<file path="src/rtl/tos_pkg.sv">
package tos_pkg;
    localparam int CTRL_W  = 32;
    localparam int CB_EN   = 0;
    localparam int CB_IRQ  = 1;
    localparam int CB_RAND = 2;
    localparam int CB_OPS  = 19;

    typedef enum logic [2:0] {
        PH_LOAD  = 3'd0,
        PH_COUNT = 3'd1,
        PH_ARMED = 3'd2,
        PH_TRACK = 3'd3,
        PH_HOLD  = 3'd4
    } phase_e;
endpackage

</file>
<file path="src/rtl/tos_lfsr.sv">
module tos_lfsr #(
    parameter int          RND_W = 4,
    parameter logic [15:0] SEED  = 16'hACE1
) (
    input  logic             clk,
    input  logic             rst_n,
    input  logic             step_i,
    output logic [RND_W-1:0] rnd_o
);
    logic [15:0] lfsr_d, lfsr_q;

    always_comb begin
        lfsr_d = lfsr_q;
        if (step_i) begin
            lfsr_d = {lfsr_q[14:0], lfsr_q[15] ^ lfsr_q[13] ^ lfsr_q[12] ^ lfsr_q[10]};
        end
    end

    always_ff @(posedge clk) begin
        if (!rst_n) lfsr_q <= SEED;
        else        lfsr_q <= lfsr_d;
    end

    assign rnd_o = lfsr_q[RND_W-1:0];

    AST_LFSR_LIVE: assert property (@(posedge clk) disable iff (!rst_n)
        lfsr_q != 16'h0000);
endmodule

</file>
<file path="src/rtl/tos_interval.sv">
module tos_interval #(
    parameter int CNT_W = 20,
    parameter int RND_W = 4
) (
    input  logic             clk,
    input  logic             rst_n,
    input  logic             load_i,
    input  logic             inc_i,
    input  logic             rnd_en_i,
    input  logic [CNT_W-1:0] base_i,
    input  logic [RND_W-1:0] rnd_i,
    output logic             ovf_o
);
    localparam logic [CNT_W-1:0] CNT_ONE = CNT_W'(1);

    logic [CNT_W-1:0] reload;
    logic [CNT_W-1:0] cnt_d, cnt_q;

    always_comb begin
        reload = base_i;
        if (rnd_en_i) reload[RND_W-1:0] = rnd_i;
        if (reload == '0) reload = CNT_ONE;
    end

    assign ovf_o = inc_i && (cnt_q == CNT_ONE);

    always_comb begin
        cnt_d = cnt_q;
        if (load_i)              cnt_d = reload;
        else if (inc_i && !ovf_o) cnt_d = cnt_q - CNT_ONE;
    end

    always_ff @(posedge clk) begin
        if (!rst_n) cnt_q <= '0;
        else        cnt_q <= cnt_d;
    end

    AST_CNT_ARMED: assert property (@(posedge clk) disable iff (!rst_n)
        inc_i |-> cnt_q != '0);
endmodule

</file>
<file path="src/rtl/tos_sampler.sv">
module tos_sampler
    import tos_pkg::*;
#(
    parameter int TAG_W  = 6,
    parameter int IP_W   = 32,
    parameter int ADDR_W = 32,
    parameter int LAT_W  = 12,
    parameter int CNT_W  = 20,
    parameter int RND_W  = 4
) (
    input  logic              clk,
    input  logic              rst_n,
    input  logic [CTRL_W-1:0] ctrl_i,
    input  logic [CNT_W-1:0]  interval_i,
    input  logic              sw_clear_i,
    input  logic              disp_valid_i,
    input  logic [TAG_W-1:0]  disp_tag_i,
    input  logic [IP_W-1:0]   disp_ip_i,
    input  logic              disp_mem_i,
    input  logic              cmpl_valid_i,
    input  logic [TAG_W-1:0]  cmpl_tag_i,
    input  logic              cmpl_ip_ok_i,
    input  logic [ADDR_W-1:0] cmpl_addr_i,
    input  logic [LAT_W-1:0]  cmpl_lat_i,
    input  logic              flush_valid_i,
    input  logic [TAG_W-1:0]  flush_tag_i,
    output logic              smp_valid_o,
    output logic [IP_W-1:0]   smp_ip_o,
    output logic              smp_ip_ok_o,
    output logic [ADDR_W-1:0] smp_addr_o,
    output logic              smp_addr_ok_o,
    output logic [LAT_W-1:0]  smp_lat_o,
    output logic              irq_o
);
    typedef struct packed {
        phase_e             phase;
        logic [TAG_W-1:0]   tag;
        logic [IP_W-1:0]    tag_ip;
        logic               tag_mem;
        logic               s_valid;
        logic [IP_W-1:0]    s_ip;
        logic               s_ip_ok;
        logic [ADDR_W-1:0]  s_addr;
        logic               s_addr_ok;
        logic [LAT_W-1:0]   s_lat;
    } st_t;

    st_t st_d, st_q;

    logic en, ops_mode;
    logic load, inc, ovf;
    logic hit_flush, hit_cmpl;
    logic [RND_W-1:0] rnd;
    logic unused_ctrl;

    assign en          = ctrl_i[CB_EN];
    assign ops_mode    = ctrl_i[CB_OPS];
    assign unused_ctrl = ^{ctrl_i[CTRL_W-1:CB_OPS+1], ctrl_i[CB_OPS-1:CB_RAND+1]};

    assign load      = (st_q.phase == PH_LOAD) && en;
    assign inc       = (st_q.phase == PH_COUNT) && en && (ops_mode ? disp_valid_i : 1'b1);
    assign hit_flush = flush_valid_i && (flush_tag_i == st_q.tag);
    assign hit_cmpl  = cmpl_valid_i && (cmpl_tag_i == st_q.tag);

    tos_lfsr #(.RND_W(RND_W)) u_lfsr (
        .clk    (clk),
        .rst_n  (rst_n),
        .step_i (load),
        .rnd_o  (rnd)
    );

    tos_interval #(.CNT_W(CNT_W), .RND_W(RND_W)) u_interval (
        .clk      (clk),
        .rst_n    (rst_n),
        .load_i   (load),
        .inc_i    (inc),
        .rnd_en_i (ctrl_i[CB_RAND]),
        .base_i   (interval_i),
        .rnd_i    (rnd),
        .ovf_o    (ovf)
    );

    always_comb begin
        st_d = st_q;
        if (st_q.phase == PH_HOLD) begin
            if (sw_clear_i) begin
                st_d.s_valid = 1'b0;
                st_d.phase   = PH_LOAD;
            end
        end else if (!en) begin
            st_d.phase = PH_LOAD;
        end else begin
            case (st_q.phase)
                PH_LOAD:  st_d.phase = PH_COUNT;
                PH_COUNT: if (ovf) st_d.phase = PH_ARMED;
                PH_ARMED: begin
                    if (disp_valid_i) begin
                        st_d.tag     = disp_tag_i;
                        st_d.tag_ip  = disp_ip_i;
                        st_d.tag_mem = disp_mem_i;
                        st_d.phase   = PH_TRACK;
                    end
                end
                PH_TRACK: begin
                    if (hit_flush) begin
                        st_d.phase = PH_LOAD;
                    end else if (hit_cmpl) begin
                        st_d.s_valid   = 1'b1;
                        st_d.s_ip      = st_q.tag_ip;
                        st_d.s_ip_ok   = cmpl_ip_ok_i;
                        st_d.s_addr_ok = st_q.tag_mem;
                        st_d.s_addr    = st_q.tag_mem ? cmpl_addr_i : '0;
                        st_d.s_lat     = st_q.tag_mem ? cmpl_lat_i : '0;
                        st_d.phase     = PH_HOLD;
                    end
                end
                default: st_d.phase = PH_LOAD;
            endcase
        end
    end

    always_ff @(posedge clk) begin
        if (!rst_n) st_q <= '0;
        else        st_q <= st_d;
    end

    assign smp_valid_o   = st_q.s_valid;
    assign smp_ip_o      = st_q.s_ip;
    assign smp_ip_ok_o   = st_q.s_ip_ok;
    assign smp_addr_o    = st_q.s_addr;
    assign smp_addr_ok_o = st_q.s_addr_ok;
    assign smp_lat_o     = st_q.s_lat;
    assign irq_o         = st_q.s_valid && ctrl_i[CB_IRQ];

    AST_VALID_STICKY: assert property (@(posedge clk) disable iff (!rst_n)
        smp_valid_o && !sw_clear_i |=> smp_valid_o);
    AST_SAMPLE_FROZEN: assert property (@(posedge clk) disable iff (!rst_n)
        smp_valid_o && !sw_clear_i |=> $stable(smp_ip_o) && $stable(smp_addr_o) && $stable(smp_lat_o));
    AST_TAG_HELD: assert property (@(posedge clk) disable iff (!rst_n)
        st_q.phase == PH_TRACK && en && !hit_flush && !hit_cmpl |=> $stable(st_q.tag));
    AST_ADDR_NONMEM: assert property (@(posedge clk) disable iff (!rst_n)
        smp_valid_o && !smp_addr_ok_o |-> smp_addr_o == '0 && smp_lat_o == '0);
    AST_FLUSH_NO_SAMPLE: assert property (@(posedge clk) disable iff (!rst_n)
        st_q.phase == PH_TRACK && en && hit_flush |=> !smp_valid_o);
    AST_CLEAR_DROPS: assert property (@(posedge clk) disable iff (!rst_n)
        smp_valid_o && sw_clear_i |=> !smp_valid_o);
    AST_IRQ_LEVEL: assert property (@(posedge clk) disable iff (!rst_n)
        irq_o |-> smp_valid_o);
endmodule

</file>
<file path="config.mk">
export PLATFORM = sky130hd
export DESIGN_NAME = tos_sampler
export DESIGN_NICKNAME = d
export VERILOG_FILES = /design/src/rtl/tos_pkg.sv /design/src/rtl/tos_lfsr.sv /design/src/rtl/tos_interval.sv /design/src/rtl/tos_sampler.sv
export SDC_FILE = /design/constraint.sdc
export NUM_CORES = 1
export LEC_CHECK = 0
export BUFFER_PORTS_ARGS = -buffer_cell sky130_fd_sc_hd__buf_2
export CORE_ASPECT_RATIO = 0.9
export CORE_MARGIN = 8
export CORE_UTILIZATION = 47
export CTS_CLUSTER_DIAMETER = 150
export DETAILED_ROUTE_END_ITERATION = 10
export HOLD_SLACK_MARGIN = 0.12
export PLACE_DENSITY_LB_ADDON = 0.3
export SYNTH_ARGS = -nofsm -noshare
export SYNTH_HDL_FRONTEND = slang
export SYNTH_HIERARCHICAL = 1
export SYNTH_SLANG_ARGS = --single-unit
</file>
<file path="constraint.sdc">
create_clock -name clk -period 2.9 [get_ports clk]
set_input_delay 0.435 -clock clk [delete_from_list [all_inputs] [get_ports clk]]
set_output_delay 0.435 -clock clk [all_outputs]
set_load 0.005 [all_outputs]
</file>
# Yosys cells after proc, flatten, opt, wreduce, memory -nomap -nowiden
# Cells that the tools add are included.
op_classes:
  eq_ne: 12
  muxes: 21
  reduce_logical: 19
  bitwise_logic: 5
  add_sub_neg: 1
op_table:
  columns: ["cell", "n"]
  rows:
  - ["two-way mux 79 bit", 4]
  - ["two-way mux 20 bit", 3]
  - ["two-way mux 42 bit", 1]
  - ["two-way mux 32 bit", 1]
  - ["== test 20 x 1 -> 1 bit (second input constant)", 1]
  - ["logical NOT 20 bit", 1]
  - ["subtractor 20 x 1 -> 20 bit (second input constant)", 1]
  - ["two-way mux 3 bit", 6]
  - ["== test 6 bit", 2]
  - ["two-way mux 12 bit", 1]
  - ["one-hot mux 3 bit (4 select lines)", 1]
  - ["AND reduction 5 bit", 2]
  - ["logical AND 1 bit", 8]
  - ["AND reduction 4 bit", 2]
  - ["nonzero test 2 bit", 4]
  - ["== test 3 x 2 -> 1 bit (second input constant)", 2]
  - ["!= test 5 bit (second input constant)", 1]
  - ["two-way mux 4 bit", 1]
  - ["!= test 4 x 2 -> 1 bit (second input constant)", 1]
  - ["!= test 4 bit (second input constant)", 1]
  - ["== test 3 x 1 -> 1 bit (second input constant)", 1]
  - ["== test 3 bit (second input constant)", 1]
  - ["logical NOT 3 bit", 1]
  - ["two-way mux 1 bit", 3]
  - ["other kinds (5)", 8]
totals:
  output_inout_bits: 80
  word_cells: 70
  register_bits: 157
  inputBits: 154

# Longest topological paths before layout
logic_depth:
  depth_word: 8
  mapped_depth: 9

# By module
# The synthesis kept the hierarchy.
by_module_without_submodules:
  columns: ["mod", "cells_each", "area_each_um2", "n_inst", "seq_area_each_um2"]
  rows:
  - ["tos_sampler", 645, 5723.0, 1, 2422.3]
  - ["tos_interval", 162, 1336.3, 1, 400.4]
  - ["tos_lfsr", 58, 660.6, 1, 320.3]

# Worst setup path before layout
# No wires, ideal clock.
synth_path:
  path_type: "input to register"
  startpoint: "in ctrl_i[0]"
  endpoint: "reg u_interval.cnt_q[3]"
  setup_time_ps: 115
  path_buffers: 1
  arrival_ps: 2244
  stages: 8
  path_slack_ps: 541
  cell_sequence: "nor2b_1 > nand2_1 > a211oi_1 > clkbuf_1 > or4b_2 > a21oi_1 > o21ai_0 > and3_1"
synth_between:
  elab_chain_cells: 6
  elab_cells_between_ends: 8
synth_rtl:
  columns: ["element", "line", "text"]
  rows:
  - ["start: declaration", "tos_sampler.sv:13", "input logic [CTRL_W-1:0] ctrl_i,"]
  - ["logical AND 1 bit (*) (2 in series)", "tos_sampler.sv:61", "assign inc = (st_q.phase == PH_COUNT) && en && (ops_mode ? disp_valid_i : 1'b1);"]
  - ["via inc", "tos_sampler.sv:51", "logic load, inc, ovf;"]
  - ["logical AND 1 bit", "tos_interval.sv:25", "assign ovf_o = inc_i && (cnt_q == CNT_ONE);"]
  - ["logical NOT 1 bit", "tos_interval.sv:30", "else if (inc_i && !ovf_o) cnt_d = cnt_q - CNT_ONE;"]
  - ["logical AND 1 bit (*)", "tos_interval.sv:30", null]
  - ["nonzero test 2 bit (no source line) (*)", null, null]
  - ["end signal: assignment", "tos_interval.sv:35", "else cnt_q <= cnt_d;"]
  - ["end: declaration", "tos_interval.sv:17", "logic [CNT_W-1:0] cnt_d, cnt_q;"]
# Mark *: on every way through the listed nets, which the timed path passes. The rest lies on a longest branch.
# A chain may end at the register's enable or synchronous reset.

# Worst setup path after layout
layout_path:
  startpoint: "reg u_interval.cnt_q[1]"
  endpoint: "reg st_q[118] in the netlist's numbering"
layout_between:
  elab_chain_cells: 4
layout_rtl:
  columns: ["element", "line", "text"]
  rows:
  - ["== test 20 x 1 -> 1 bit", "tos_interval.sv:25", null]
  - ["logical AND 1 bit", "tos_interval.sv:25", null]
  - ["via ovf", "tos_sampler.sv:51", null]
  - ["!= test 4 x 2 -> 1 bit (no source line)", null, null]
  - ["AND reduction 4 bit (no source line)", null, null]
  - ["end signal: assignment", "tos_sampler.sv:124", "else st_q <= st_d;"]
  - ["end: declaration", "tos_sampler.sv:48", "st_t st_d, st_q;"]
# The timed path passes the listed nets, and every way through them passes these cells.

==> impl_metrics.env <==
export IMPL_core_sq_um=16100
export IMPL_critical_path_class="reg2reg"
export IMPL_hp_class="in2reg"
export IMPL_cp_slowest_cell="or4b_1"
export IMPL_synthXorXnorAreaFrac=0.0361
export IMPL_p_int_mw=4.01
export IMPL_clockBufferDepth=2
export IMPL_routedWlPerCell_microns=15.1
export IMPL_synth_warnings=6
export IMPL_worst_pin_slew_ns=0.579
export IMPL_routed_wl_microns=17900
export IMPL_finalSetupViolCount=0
export IMPL_drv_slew=0
export IMPL_crit_fanout=9
export IMPL_startpoint_type="flip-flop"
export IMPL_numCtsBuffers=17
export IMPL_yosysSeqAreaShare=0.407
export IMPL_finalCritPeriodShare=0.824
export IMPL_ys_top_cells_by_area="dfxtp_1, mux2i_1, nand2_1, buf_4, nand3_1"
export IMPL_fp_row_count=44
export IMPL_crit_cells=8
export IMPL_slew_headroom=0.611
export IMPL_hold_viol_final=0
export IMPL_max_freq_ghz=0.419
export IMPL_synthCells=865
export IMPL_clkTransAtPathRegs_ns=0.06
export IMPL_setup_slack_ns=0.511
export IMPL_status="finished, final reports clean"
export IMPL_initial_core_util=0.479
export IMPL_io_pins=234
export IMPL_antenna_found_initial=2
export IMPL_cts_tree="yes"
export IMPL_grt_pass1_wl_microns=28500
export IMPL_rr_worst_depth=8
export IMPL_fin_skew_ns=0.00904
export IMPL_dieWidth_microns=151
export IMPL_drc=0
export IMPL_synth_top_cell_area_share=0.407
export IMPL_final_area_sq_um=8830
export IMPL_startpoint="u_interval/cnt_q[1]$_SDFFE_PN0P_"
export IMPL_crit_buf_inv=1
export IMPL_grt_max_degree=122
export IMPL_max_cap_violations=0
export IMPL_grt_overflow_total=0
export IMPL_endpoint="st_q[118]$_SDFFE_PN0P_"
export IMPL_switching_share=0.229
export IMPL_layout_nets=1121
export IMPL_clockPowerShare=0.475
export IMPL_rsz0062_at_grt="no"
export IMPL_clk_latency_ns=0.41
export IMPL_track_usage=0.170
export IMPL_place_congestion=0.807
export IMPL_worstHoldPathCells=3
export IMPL_synth_most_common_cell="nand2_1"
export IMPL_pre_cts_ws_ns=0.552
export IMPL_cts_sinks=157
export IMPL_synthSimpleGateAreaFrac=0.206
export IMPL_p_leak_nw=3.43
export IMPL_r2r_slack_ns=0.51
export IMPL_port_buffers=205
export IMPL_ys_top_cells_by_count="nand2_1, dfxtp_1, mux2i_1"
export IMPL_netlist_area_sq_um=7720
export IMPL_r2r_end="st_q[118]$_SDFFE_PN0P_"
export IMPL_endpoint_kind="flip-flop"
export IMPL_diodes=0
export IMPL_cts_hold_buf=0
export IMPL_cts_root_buf="clkbuf_16"
export IMPL_cts_resized=0
export IMPL_synth_compound_area_frac=0.0874
export IMPL_h_tree_depth=4
export IMPL_synthMuxAreaShare=0.127
export IMPL_finalSetupTns_ns=0
export IMPL_synth_cell_type_count=60
export IMPL_place_area_sq_um=8160
export IMPL_async_flop_share=0
export IMPL_p_per_area_nw_per_um2=589
export IMPL_synth_adder_area_share=0.00324
export IMPL_crit_required_ns=3.19
export IMPL_p_seq_frac=0.435
export IMPL_areaGrowthSynthToFinish_pct=14.3
export IMPL_first_pass_iters=4
export IMPL_postCtsSetupRepairBufs=0
export IMPL_die_area_sq_um=20800
export IMPL_ys_ff_latch=157
export IMPL_synth_edf_count=0
export IMPL_synth_top_cell_by_area="dfxtp_1"
export IMPL_r2r_start="u_interval/cnt_q[1]$_SDFFE_PN0P_"
export IMPL_hpwl_microns=12600
export IMPL_post_drt_via_cell_ratio=5.01
export IMPL_drt_iter0_markers=353
export IMPL_crit_family="simple AND/OR/NAND/NOR gates"
export IMPL_worst_ep_arrival_time_ns=2.68
export IMPL_synth_top_family_by_area="simple AND/OR/NAND/NOR gates"
export IMPL_num_vias=5935
export IMPL_ant_nets=0
export IMPL_final_layout_size_suffix_gt1_frac=0.274
export IMPL_ys_flop_type="dfxtp_1"
export IMPL_fin_crit_ns=2.39
export IMPL_synth_nets=1021
export IMPL_slowest_delay_ns=0.55
export IMPL_die_height_microns=138
export IMPL_vdd_drop_max_uv=435
export IMPL_p_switching_mw=1.19
export IMPL_first_global_vias=5742
export IMPL_power_frac_comb=0.091
export IMPL_final_core_util=0.547
export IMPL_path_cells="inv_1 > ha_1 > or4b_1 > nor3_4 > and3_1 > nor3_1 > nor4b_1 > a211oi_1"
export IMPL_avgSynthCellArea_sq_um=8.92
## power by group through the flow
stage	combinational, mW	sequential [mW]	clock [mW]
final	0.471	2.26	2.47
after CTS	0.472	2.26	2.53
after global routing	0.524	2.27	2.62
after global placement	0.461	2.31	0
after floorplan	0.320	2.29	0
after detailed placement	0.466	2.31	0
## per-stage QoR
stage | power [mW] | hold slack (ns) | instances
after floorplan | 2.61 | 0.435 | 865
after global placement | 2.77 | 0.440 | 1153
after detailed placement | 2.77 | 0.443 | 1153
after CTS | 5.26 | 0.222 | 1185
after global routing | 5.41 | 0.243 | 1185
final | 5.20 | 0.241 | 1185
## sequential cells by signal, summed over array words and instances (netlist names), 12 cells and up
register / flops
u_interval/cnt_q: 20
smp_ip_o: 32
st_q: 42
smp_lat_o: 12
u_lfsr/lfsr_q: 16
smp_addr_o: 32
## kinds of logic (layout without fill, tap and decap cells)
logic type / count (synthesis) / after routing
compound gates: 99 / 99
flops: 157 / 157
buf+inv: 144 / 257
mux: 98 / 98
xor+xnor: 31 / 31
simple gates: 334 / 334
fa+ha+maj: 2 / 2
## placed cells by master (no fill, tap or decap), types with 5 or more instances in the layout
cell | netlist | final
a21boi_1 | 10 | 10
xnor2_1 | 24 | 24
dfxtp_1 | 157 | 157
buf_2 | 7 | 204
a21boi_0 | 30 | 30
xor2_1 | 6 | 6
nand3_1 | 49 | 49
bufinv_16 | 0 | 5
nor3b_1 | 6 | 6
buf_4 | 81 | 10
nor4_1 | 6 | 6
mux2i_1 | 97 | 97
o21ai_0 | 19 | 19
nor3_1 | 8 | 7
clkbuf_16 | 0 | 17
a21oi_1 | 16 | 16
nand2_1 | 216 | 216
a211oi_1 | 5 | 5
inv_1 | 7 | 7
nor2b_1 | 11 | 11
## how the worst min path moves through the flow
stage | endpoint | slack [ns] | start
global placement | smp_lat_o[1]$_SDFFE_PN0P_ | 0.44 | smp_lat_o[1]$_SDFFE_PN0P_
finish | u_interval/cnt_q[7]$_SDFFE_PN0P_ | 0.24 | interval_i[7]
detailed placement | smp_ip_o[18]$_SDFFE_PN0P_ | 0.44 | smp_ip_o[18]$_SDFFE_PN0P_
global route | st_q[104]$_SDFFE_PN0P_ | 0.24 | disp_ip_i[24]
floorplan | smp_addr_o[0]$_SDFFE_PN0P_ | 0.44 | smp_addr_o[0]$_SDFFE_PN0P_
CTS | u_interval/cnt_q[7]$_SDFFE_PN0P_ | 0.22 | interval_i[7]
## per-layer routing
metal	wire, microns	global-route usage	part of all wire
met3	1580	0.0647	0.089
met1	8370	0.219	0.47
met4	143	0.0379	0.0080
met2	7750	0.265	0.43
met5	23	0	0.0013
## worst min-delay path: cells and delay by family
kind | cells | cell delay (ns)
simple gates | 1 | 0.04
buf+inv | 1 | 0.09
compound gates | 1 | 0.06
## area by class of cell
| type | instances | area, sq um |
|---|---|---|
| fillers | 1503 | 7300 |
| multi-input cells | 564 | 3570 |
| flip-flops and latches | 157 | 3140 |
| repair buffers | 218 | 1170 |
| clock buffers | 19 | 453 |
| well taps | 207 | 259 |
| clock inverters | 13 | 209 |
| inverters | 7 | 26.3 |
No activity file was read; power rests on OpenSTA's default activity.
